[src/rtl/lrf_pkg.sv]
package lrf_pkg;
    localparam int REG_W      = 16;
    localparam int BYTE_W     = 8;
    localparam int THR_TX_LSB = 8;
    localparam int ST_W       = 4;

    typedef enum logic [1:0] {
        A_CTRL = 2'd0,
        A_THR  = 2'd1,
        A_STAT = 2'd2,
        A_DATA = 2'd3
    } reg_addr_e;

    typedef enum logic {
        DIR_TX = 1'b0,
        DIR_RX = 1'b1
    } dir_e;

    // bit 0 request, 1 underflow, 2 overflow, 3 illegal
    typedef struct packed {
        logic illegal;
        logic overflow;
        logic underflow;
        logic request;
    } stat_t;

    function automatic logic [REG_W-1:0] zext_byte(input logic [BYTE_W-1:0] b);
        return {{(REG_W-BYTE_W){1'b0}}, b};
    endfunction
endpackage

[src/rtl/lrf_store.sv]
module lrf_store
    import lrf_pkg::*;
#(
    parameter int DEPTH = 16,
    parameter int AW    = $clog2(DEPTH),
    parameter int LW    = AW + 1
) (
    input  logic              clk,
    input  logic              rst,
    input  logic              flush,
    input  logic              push,
    input  logic [BYTE_W-1:0] wbyte,
    input  logic              pop,
    output logic [BYTE_W-1:0] head,
    output logic [LW-1:0]     count
);
    logic [BYTE_W-1:0] mem [DEPTH];
    logic [AW-1:0]     wp, rp;

    function automatic logic [AW-1:0] bump(input logic [AW-1:0] p);
        return (p == AW'(DEPTH-1)) ? '0 : p + 1'b1;
    endfunction

    always_ff @(posedge clk) begin
        if (push && !flush) mem[wp] <= wbyte;
    end

    always_ff @(posedge clk) begin
        if (rst || flush) begin
            wp    <= '0;
            rp    <= '0;
            count <= '0;
        end else begin
            if (push) wp <= bump(wp);
            if (pop)  rp <= bump(rp);
            case ({push, pop})
                2'b10:   count <= count + 1'b1;
                2'b01:   count <= count - 1'b1;
                default: count <= count;
            endcase
        end
    end

    assign head = mem[rp];

    assert_level_bound_R2: assert property (@(posedge clk) disable iff (rst)
        count <= LW'(DEPTH))
        else $error("level above depth");

    assert_flush_empty_R6: assert property (@(posedge clk) disable iff (rst)
        flush |=> (count == '0))
        else $error("flush did not empty");
endmodule

[src/rtl/lrf_req.sv]
module lrf_req
    import lrf_pkg::*;
#(
    parameter int LW   = 5,
    parameter bit INCL = 1'b0
) (
    input  dir_e          dir,
    input  logic [LW-1:0] level,
    input  logic [LW-1:0] rx_thr,
    input  logic [LW-1:0] tx_thr,
    output logic          req
);
    logic rx_hit, tx_hit;

    generate
        if (INCL) begin : g_incl
            assign rx_hit = (level >= rx_thr);
            assign tx_hit = (level <= tx_thr);
        end else begin : g_excl
            assign rx_hit = (level > rx_thr);
            assign tx_hit = (level < tx_thr);
        end
    endgenerate

    assign req = (dir == DIR_RX) ? rx_hit : tx_hit;
endmodule

[src/rtl/lrf_status.sv]
module lrf_status
    import lrf_pkg::*;
(
    input  logic            clk,
    input  logic            rst,
    input  logic [ST_W-1:0] ev,
    input  logic            clr_we,
    input  logic [ST_W-1:0] clr_mask,
    output logic [ST_W-1:0] st
);
    logic [ST_W-1:0] keep;

    assign keep = clr_we ? ~clr_mask : '1;

    // a clear wins in its own cycle; a persisting cause sets again next cycle
    always_ff @(posedge clk) begin
        if (rst) st <= '0;
        else     st <= (st | ev) & keep;
    end

    assert_w1c_R9: assert property (@(posedge clk) disable iff (rst)
        clr_we |=> ((st & $past(clr_mask)) == '0))
        else $error("cleared bit still set");

    assert_sticky_R9: assert property (@(posedge clk) disable iff (rst)
        !clr_we |=> ((st & $past(st)) == $past(st)))
        else $error("status bit fell without clear");
endmodule

[src/rtl/lvl_req_fifo.sv]
module lvl_req_fifo
    import lrf_pkg::*;
#(
    parameter int DEPTH = 16,
    parameter bit INCL  = 1'b0
) (
    input  logic                       clk,
    input  logic                       rst,
    input  logic                       host_we,
    input  logic                       host_re,
    input  logic [1:0]                 host_addr,
    input  logic [REG_W-1:0]           host_wdata,
    output logic [REG_W-1:0]           host_rdata,
    input  logic                       eng_push,
    input  logic [BYTE_W-1:0]          eng_wdata,
    input  logic                       eng_pop,
    output logic [BYTE_W-1:0]          eng_rdata,
    output logic [$clog2(DEPTH):0]     level,
    output logic                       irq
);
    localparam int AW = $clog2(DEPTH);
    localparam int LW = AW + 1;

    reg_addr_e       addr;
    dir_e            dir_q;
    logic            clr_q;
    logic [LW-1:0]   rx_thr_q, tx_thr_q;
    logic            full, empty, data_wr, data_rd, stat_wr;
    logic            push, pop, req_now;
    logic            ill_ev, ovf_ev, udf_ev;
    logic [BYTE_W-1:0] wbyte, head;
    logic [ST_W-1:0] st_bits;
    stat_t           ev, st;
    logic            unused_wbits;

    assign unused_wbits = ^host_wdata;
    assign addr    = reg_addr_e'(host_addr);
    assign full    = (level == LW'(DEPTH));
    assign empty   = (level == '0);
    assign data_wr = host_we && addr == A_DATA && !clr_q;
    assign data_rd = host_re && addr == A_DATA && !clr_q;
    assign stat_wr = host_we && addr == A_STAT;

    assign ill_ev = (data_wr && dir_q == DIR_RX) || (data_rd && dir_q == DIR_TX);
    assign ovf_ev = data_wr && dir_q == DIR_TX && full;
    assign udf_ev = data_rd && dir_q == DIR_RX && empty;

    assign push  = !clr_q && !full &&
                   ((dir_q == DIR_TX) ? data_wr : eng_push);
    assign pop   = !clr_q && !empty &&
                   ((dir_q == DIR_RX) ? data_rd : eng_pop);
    assign wbyte = (dir_q == DIR_TX) ? host_wdata[BYTE_W-1:0] : eng_wdata;

    always_ff @(posedge clk) begin
        if (rst) begin
            dir_q    <= DIR_TX;
            clr_q    <= 1'b0;
            rx_thr_q <= '0;
            tx_thr_q <= '0;
        end else begin
            clr_q <= 1'b0;
            if (host_we && addr == A_CTRL) begin
                dir_q <= dir_e'(host_wdata[0]);
                clr_q <= host_wdata[1];
            end
            if (host_we && addr == A_THR) begin
                rx_thr_q <= host_wdata[LW-1:0];
                tx_thr_q <= host_wdata[THR_TX_LSB +: LW];
            end
        end
    end

    lrf_store #(.DEPTH(DEPTH), .AW(AW), .LW(LW)) u_store (
        .clk(clk), .rst(rst), .flush(clr_q),
        .push(push), .wbyte(wbyte), .pop(pop),
        .head(head), .count(level)
    );

    lrf_req #(.LW(LW), .INCL(INCL)) u_req (
        .dir(dir_q), .level(level), .rx_thr(rx_thr_q), .tx_thr(tx_thr_q),
        .req(req_now)
    );

    always_comb begin
        ev           = '0;
        ev.illegal   = ill_ev;
        ev.overflow  = ovf_ev;
        ev.underflow = udf_ev;
        ev.request   = req_now;
    end

    lrf_status u_status (
        .clk(clk), .rst(rst), .ev(ev), .clr_we(stat_wr),
        .clr_mask(host_wdata[ST_W-1:0]), .st(st_bits)
    );

    assign st  = stat_t'(st_bits);
    assign irq = |st_bits;

    assign eng_rdata = (dir_q == DIR_TX && !empty) ? head : '0;

    always_comb begin
        host_rdata = '0;
        case (addr)
            A_CTRL: host_rdata[1:0] = {clr_q, dir_q};
            A_THR: begin
                host_rdata[LW-1:0]              = rx_thr_q;
                host_rdata[THR_TX_LSB +: LW]    = tx_thr_q;
            end
            A_STAT: host_rdata[ST_W-1:0] = st_bits;
            default: host_rdata = (dir_q == DIR_RX && !empty) ? zext_byte(head) : '0;
        endcase
    end

    assert_ovf_flag_R3: assert property (@(posedge clk) disable iff (rst)
        (ovf_ev && !stat_wr) |=> st.overflow)
        else $error("overflow not flagged");

    assert_ovf_hold_R3: assert property (@(posedge clk) disable iff (rst)
        (ovf_ev && !eng_pop) |=> $stable(level))
        else $error("level moved on overflow");

    assert_udf_flag_R4: assert property (@(posedge clk) disable iff (rst)
        (udf_ev && !stat_wr) |=> st.underflow)
        else $error("underflow not flagged");

    assert_ill_flag_R5: assert property (@(posedge clk) disable iff (rst)
        (ill_ev && !stat_wr) |=> st.illegal)
        else $error("illegal access not flagged");
endmodule

[config.mk]
export PLATFORM = sky130hd
export DESIGN_NAME = lvl_req_fifo
export DESIGN_NICKNAME = d
export VERILOG_FILES = /design/src/rtl/lrf_pkg.sv /design/src/rtl/lrf_store.sv /design/src/rtl/lrf_req.sv /design/src/rtl/lrf_status.sv /design/src/rtl/lvl_req_fifo.sv
export SDC_FILE = /design/constraint.sdc
export NUM_CORES = 1
export LEC_CHECK = 0
export BUFFER_PORTS_ARGS = -buffer_cell sky130_fd_sc_hd__buf_2
export CAP_MARGIN = 20
export CORE_MARGIN = 5
export CORE_UTILIZATION = 59
export DETAILED_ROUTE_END_ITERATION = 8
export PLACE_DENSITY = 0.79
export RECOVER_POWER = 100
export SLEW_MARGIN = 10
export SYNTH_ARGS = -nofsm -noshare
export SYNTH_HDL_FRONTEND = slang
export SYNTH_SLANG_ARGS = --single-unit
export TNS_END_PERCENT = 50
[constraint.sdc]
create_clock -name clk -period 3.6 [get_ports clk]
set_clock_uncertainty 0.2 [all_clocks]
set_input_delay 0.18 -clock clk [delete_from_list [all_inputs] [get_ports clk]]
set_output_delay 0.18 -clock clk [all_outputs]
set_load 0.1 [all_outputs]
Yosys cells after proc, flatten, opt, wreduce, memory -nomap -nowiden --
Memories as Yosys holds them, arrays and structs flattened. A register that Yosys moved wholly into a read port is not among the register bits. Index checks and enable logic that the tools add are counted.
Storage, ports and cells: bits in registers 29, bits in writable memories 128, output and inout bits 30, word-level logic and storage cells 79, memories kept 1
Cells by class: $add $sub $neg 4, $lt $le $gt $ge 2, equal/unequal tests 8, mux-type cells 19, bitwise logic cells 5, reductions and logical operators 32
Memories:
- u_store.mem | depth 16, bits a word 8, rd ports 1, clocked after memory_dff 1, write ports 1, line lrf_store.sv:17 | logic [BYTE_W-1:0] mem [DEPTH];
Operators by type and width (count):
- 8-bit two-way mux | 3
- 1-bit logical AND | 20
- 4-bit two-way mux | 5
- 5-bit one-hot mux with 2 select lines | 2
- 2-bit one-hot mux with 3 select lines | 2
- 4-bit by 1-bit adder with 4-bit output, second input constant | 2
- 4-bit == test, second input constant | 2
- 2-bit == test, second input constant | 3
- 5-bit by 1-bit adder with 5-bit output, second input constant | 1
- 5-bit == test, second input constant | 1
- 5-bit > comparator | 1
- 5-bit logical NOT | 1
- 5-bit < comparator | 1
- 1-bit two-way mux | 5
- 5-bit by 1-bit subtractor with 5-bit output, second input constant | 1
- 4-bit AND | 1
- 2-bit by 1-bit == test with 1-bit output, second input constant | 2
- 4-bit NOT | 1
- 4-bit OR | 1
- 2-bit OR reduction | 2
- 4-bit OR reduction | 1
- 1-bit logical NOT | 3
- 3-bit two-way mux | 1
- 3-bit OR reduction | 1
- 5 further kinds | 7

Longest topological paths before layout --
Gate-level depths: netlist of the first run.
word-level depth 8, depth in mapped cells 13

Modules after synthesis --
Synthesis of the first run repeated with hierarchy kept, for this count alone.
Unflattened totals: cell total of the unflattened synthesis 479, area total of the unflattened synthesis 7158.1 um^2
By module, submodules not included:
- lrf_store | times used 1, cells each 311, area each 5846.9 um^2
- lvl_req_fifo | times used 1, cells each 124, area each 949.7 um^2
- lrf_req | times used 1, cells each 32, area each 236.5 um^2
- lrf_status | times used 1, cells each 12, area each 125.1 um^2

Worst setup path before layout of the first run --
No wires, ideal clock.
path type reg2out, start point register u_store.count[1], end point output port eng_rdata[1], arrival time 4.317 ns, data required time 3.220 ns, setup slack -1.097 ns, cell stages (with the launch flop) 8, buffers on the path 2, cells stage by stage dfxtp_1 > buf_2 > nor4_4 > and2_4 > or2_2 > buf_6 > a21oi_1 > a21boi_0
On the way: longest elaborated chain between the ends 4
Ends and longest elaborated chain:
- start: declaration | line lrf_store.sv:15 | output logic [LW-1:0] count
- start signal: assignment | line lrf_store.sv:37 | 2'b10: count <= count + 1'b1;
- start signal: assignment | line lrf_store.sv:38 | 2'b01: count <= count - 1'b1;
- start signal: assignment | line lrf_store.sv:39 | default: count <= count;
- 5-bit logical NOT | line lvl_req_fifo.sv:39 | assign empty = (level == '0);
- 1-bit logical NOT | line lvl_req_fifo.sv:100 | assign eng_rdata = (dir_q == DIR_TX && !empty) ? head : '0;
- 1-bit logical AND | line lvl_req_fifo.sv:100
- 8-bit two-way mux | line lvl_req_fifo.sv:100
- end: declaration | line lvl_req_fifo.sv:17 | output logic [BYTE_W-1:0] eng_rdata,
Every way passes these cells.

==> results by group, run 1 <==
Run status
  – Status: finished, final reports clean

Global routing
  – GRT Total Usage: 0.239
  – Largest net degree at the start of global routing: 33
  – Vias in the first global route: 4668
  – GR Overflow Total: 0
  – Initial antenna violation count: 0
  – First-pass GRT wire length: 25700 µm

Cells and area
  – Syn-to-layout area delta: 18.0%
  – Most frequent cells in the layout: edfxtp_1 (128), buf_2 (37), dfxtp_1 (33)
  – Commonest non-fill, non-tap cell in the layout: edfxtp_1
  – Share of cells above drive strength 1: 0.204
  – Fin nets: 627
  – Fillers: 742
  – Diodes inserted: 0
  – Finished Layout Cells: 735

Floorplan
  – I/O pin total: 62
  – Site Rows: 40
  – Die W: 121 µm
  – Initial core utilization: 0.601
  – Chip height: 121 µm
  – Core Region: 12000 µm²
  – Die area: 14500 µm²

Synth
  – Syn_area_per_cell: 14.9 µm²
  – Synth top area share: 0.532
  – Simple-gate share of the synthesized area: 0.0764
  – Post-synth EDFFs: 128
  – Seq/Total Area, Yosys: 0.624
  – Synthesized area: 7220 µm²
  – Ys async rst share: 0
  – Post-Synth Adder-Cell Area: 0.0312
  – Post-Synth XOR/XNOR Area: 0.00607
  – Synth Instances: 483
  – Post-synthesis mux area share: 0.150
  – Largest family of logic cells by synthesized area: multiplexers
  – Distinct cells, synth: 52
  – Main flop type after synthesis: edfxtp_1
  – Yosys Warn Count: 0
  – Cell taking the most area after synthesis: edfxtp_1
  – Synth Area in Compound Gates: 0.0705
  – Synthesized flop and latch total: 161
  – Synth top area cells: edfxtp_1 (53%), dfxtp_1 (9.2%), mux4_2 (5.9%), mux4_1 (4.7%), ha_1 (3.1%)

Drt
  – Drt pass-1 iters: 5
  – Drt wl/cell: 22.2 µm
  – Initial DRC count: 438
  – Residual DRC: 0
  – Final ANT Viol Nets: 0
  – DR vias/cell: 6.26
  – Post-Route WL: 16300 µm
  – Via Count: 4599

Placed design
  – Port-buffer cells: 55
  – Placer Congestion: 0.867
  – Place WS: 0.377 ns
  – Placed insts: 675
  – Hpwl dp: 10300 µm

STA
  – Final Cycle Share: 0.934
  – Final setup violation count: 0
  – PnR worst setup slack: 0.237 ns
  – RSZ-0062 raised after global routing: no
  – Hold Violations, Final: 0
  – Final min period: 3.36 ns
  – Hold slack: 0.170 ns
  – Slew headroom: 0.207
  – Worst-margin pin slew: 1.20 ns
  – Max frequency: 297 MHz
  – Slew Limit Fails: 0

Critical path
  – CP startpoint kind: flip-flop
  – Worst EP arrival: 2.98 ns
  – WP buf/inv: 2
  – Worst-path maximum fanout: 25
  – Kind of critical path: flip-flop to output pin
  – Worst path max stage delay: 0.69 ns
  – WP data required: 3.22 ns
  – CP delay by family, top: multiplexers
  – R2r setup slk: 0.34 ns
  – Critical path endpoint category: output pin
  – Cell Chain, Critical Path: clkbuf_2 -> mux4_1 -> mux2i_1 -> o22ai_1 -> buf_2
  – CP max stage cell: clkbuf_2

Pwr
  – Power per Cell Area: 637 nW/µm²
  – Leakage Power: 0.00293 µW
  – Worst VDD drop: 0.322 mV

CTS
  – Worst-skew pair later-pin latency: 0.42 ns
  – TritonCTS Buffers: 17
  – Worst-path clk slew: 0.06 ns
  – H-Tree Level Count: 4
  – CTS Root Buffer Type: clkbuf_16
  – Num Clock Sinks: 161
  – CTS tree: yes
  – CTS Buffer Depth: 2

Job
  – Max-cap viol count: 0

Hold path
  – Worst hold path class: input port to flip-flop
-- cell families (layout without fill, tap and decap cells) --
logic type | after synthesis | after routing
fa+ha+maj | 18 | 18
simple gates | 112 | 112
flops | 161 | 161
xor+xnor | 5 | 5
compound gates | 72 | 72
other cells | 1 | 3
mux | 62 | 62
buf+inv | 52 | 155
-- routing by layer --
metal | global-route usage | routed length (µm) | vias to the layer above
met3 | 0.0524 | 1130 | 46
met5 | 0 | 0 | -
li1 | - | - | 2056
met1 | 0.308 | 6520 | 2291
met2 | 0.406 | 8300 | 206
met4 | 0.0744 | 408 | 0
-- metrics by stage --
step                      setup TNS (ns)  power, µW  utilization  cell area [µm²]
after floorplan                    -3.90       3440            -             7290
after global placement                 0       3610        0.640             7680
after detailed placement               0       3650        0.640             7680
after CTS                              0       5460        0.714             8570
after global routing                   0       5620        0.709             8520
final                                  0       5430        0.709             8520
-- worst paths after layout --
check | start | endpoint | cells past startpoint
setup / recovery | flip-flop | host_rdata[6] | 5
hold / removal | eng_pop | flip-flop | 5
setup reg to reg | u_store.count[2]$_SDFFE_PP0P_ | u_store.count[4]$_SDFFE_PP0P_ | 10
hold reg to reg | rx_thr_q[4]$_SDFFE_PP0P_ | rx_thr_q[4]$_SDFFE_PP0P_ | 2
-- flip-flops by register name, indices dropped and copies added (netlist names), named ones only --
name	cells
dir_q	1
u_store.mem	128
u_status.st	4
rx_thr_q	5
u_store.count	5
u_store.wp	4
tx_thr_q	5
clr_q	1
u_store.rp	4
-- Yosys cell counts, types with 9 or more instances --
library cell / count
dfxtp_1: 33
a21oi_1: 26
nor2_1: 30
edfxtp_1: 128
nand3_1: 15
inv_1: 18
ha_1: 18
nand2_1: 29
mux2i_1: 19
mux2_2: 11
mux4_2: 19
and2_1: 10
a211oi_1: 12
clkbuf_1: 9
mux4_1: 13
buf_2: 9
-- tightest hold or removal path, delay by kind of cell --
| kind | cells | cell delay (ns) |
|---|---|---|
| compound gates | 1 | 0.12 |
| buf+inv | 1 | 0.10 |
| mux | 1 | 0.16 |
| simple gates | 2 | 0.18 |
-- where the power goes --
group	switching [µW]	internal (µW)
registers	54.6	2060
clock network	707	1090
logic	1080	447
total	1840	3590
-- area by class of cell --
type | count | area, µm² | area share
sequential | 161 | 4500 | 0.529
clock inverter | 12 | 160 | 0.0188
timing repair buffer | 106 | 677 | 0.0795
multi-input combinational | 272 | 2490 | 0.293
clock buffer | 18 | 429 | 0.0504
inverter | 19 | 71.3 | 0.00837
tap | 147 | 184 | 0.0216
-- repair_timing --
action / CTS / global route
gates resized for setup: 0 / 0
buffers inserted: 0 / 0
endpoints found under the hold margin: 16 / 0
hold buffers: 30 / 0
Power figures use the tool's default switching activity.
==> run 2, diff against run 1 <==
==> constraint.sdc (replaced) <==
create_clock -name clk -period 3.6 [get_ports clk]
set_clock_uncertainty 0.2 [all_clocks]
set_input_delay 0.54 -clock clk [delete_from_list [all_inputs] [get_ports clk]]
set_output_delay 0.54 -clock clk [all_outputs]
set_load 0.1 [all_outputs]
==> results by group, run 2 (synthesis results as in run 1) <==
Run status
  – Status: finished, final reports clean

STA
  – Slew Limit Fails: 0
  – RSZ-0062 raised after global routing: no
  – Worst-margin pin slew: 1.19 ns
  – Hold Violations, Final: 0
  – Hold slack: 0.163 ns
  – Final setup violation count: 0
  – Slew headroom: 0.213
  – Max frequency: 293 MHz
  – Final Cycle Share: 0.948
  – Setup TNS: 0 ns
  – Final min period: 3.41 ns

Cells and area
  – Fin nets: 601
  – Largest register by flop count: u_store.mem
  – Finished Layout Cells: 711
  – Post-route cell area: 8270 µm²
  – Share of cells above drive strength 1: 0.227
  – Commonest non-fill, non-tap cell in the layout: edfxtp_1
  – Max reg flops: 128
  – Most frequent cells in the layout: edfxtp_1 (128), dfxtp_1 (31), nor2_1 (30), buf_2 (30), nand2_1 (29)
  – Syn-to-layout area delta: 14.5%
  – Diodes inserted: 0

Drt
  – Initial DRC count: 551
  – Via Count: 4507
  – Final ANT Viol Nets: 0
  – Residual DRC: 0
  – Drt pass-1 iters: 5
  – Drt wl/cell: 23.0 µm
  – DR vias/cell: 6.34
  – Post-Route WL: 16300 µm

CTS
  – H-Tree Level Count: 4
  – TritonCTS Buffers: 17
  – Post-CTS Setup Bufs: 0
  – CTS Buffer Depth: 2
  – CTS Root Buffer Type: clkbuf_16
  – Worst-skew pair later-pin latency: 0.42 ns
  – Hold buffer count at CTS: 0
  – Post_cts resized: 0
  – Worst-path clk slew: 0.06 ns
  – CTS tree: yes
  – Num Clock Sinks: 161

Pwr
  – Power per Cell Area: 648 nW/µm²
  – Worst VDD drop: 0.388 mV
  – Leakage Power: 0.00277 µW

Job
  – Max-cap viol count: 0

Critical path
  – Worst r2r dst: u_store.count[4]$_SDFFE_PP0P_
  – WP data required: 2.86 ns
  – CP startpoint kind: flip-flop
  – Worst-path maximum fanout: 25
  – Worst reg-to-reg path cell count: 11
  – Reg2reg start: dir_q$_SDFFE_PP0P_
  – Worst EP arrival: 2.67 ns
  – Worst setup path end: eng_rdata[5]
  – Kind of critical path: flip-flop to output pin
  – Critical path endpoint category: output pin
  – R2r setup slk: 0.36 ns

Placed design
  – Port-buffer cells: 55
  – Dpl cell area: 7800 µm²
  – Placed insts: 679
  – Placer Congestion: 0.825
  – Hpwl dp: 10800 µm

Floorplan
  – Initial core utilization: 0.601
  – Site Rows: 40
  – Die W: 121 µm
  – I/O pin total: 62
  – Core Region: 12000 µm²
  – Die area: 14500 µm²
  – Chip height: 121 µm

Hold path
  – Worst hold path class: input port to flip-flop

Global routing
  – First-pass GRT wire length: 25000 µm
  – Initial antenna violation count: 0
  – GRT Total Usage: 0.234
  – Vias in the first global route: 4465
  – Largest net degree at the start of global routing: 33
  – GR Overflow Total: 0
==> run 2: layout make-up <==
type	count	area, µm²
clock buffers	17	425
clock inverters	15	148
multi-input cells	272	2530
repair buffers	80	404
fillers	788	3740
inverters	19	71.3
flip-flops and latches	161	4510
well taps	147	184
==> run 2: worst min path at each step <==
stage	from	to	cells past startpoint
2_1_floorplan	tx_thr_q[0]$_SDFFE_PP0P_	tx_thr_q[0]$_SDFFE_PP0P_	2
3_3_place_gp	tx_thr_q[4]$_SDFFE_PP0P_	tx_thr_q[4]$_SDFFE_PP0P_	2
3_5_place_dp	tx_thr_q[2]$_SDFFE_PP0P_	tx_thr_q[2]$_SDFFE_PP0P_	2
4_1_cts	host_wdata[3]	u_status.st[3]$_SDFF_PP0_	2
5_1_grt	host_wdata[3]	u_status.st[3]$_SDFF_PP0_	2
6_report	host_wdata[3]	u_status.st[3]$_SDFF_PP0_	2
==> run 2: per-stage QoR <==
stage	util	total power, µW	worst slack [ns]
floorplan	-	3460	-0.0423
global placement	0.649	3640	0.425
detailed placement	0.649	3680	0.356
CTS	0.697	5410	0.201
global route	0.688	5550	0.0743
finish	0.688	5360	0.187
==> run 2: metal layers <==
| layer | GRT usage | part of all wire |
|---|---|---|
| met2 | 0.381 | 0.49 |
| met3 | 0.0613 | 0.091 |
| met4 | 0.0807 | 0.023 |
| met5 | 0 | 0 |
| met1 | 0.307 | 0.39 |
==> run 2: power by group <==
part | leakage, µW | switching (µW) | total (µW) | internal (µW)
Clock | 0.000281 | 767 | 1740 | 973
Sequential | 0.00142 | 67.5 | 2120 | 2060
Combinational | 0.00107 | 1060 | 1500 | 436
Total | 0.00277 | 1890 | 5360 | 3470
==> run 2: critical path, cell delays in order (launching register included) <==
cell and delay (ns):
dfxtp_1 0.35, buf_12 0.22, mux4_1 0.59, mux2i_1 0.56, a211oi_4 0.13, clkbuf_2 0.40
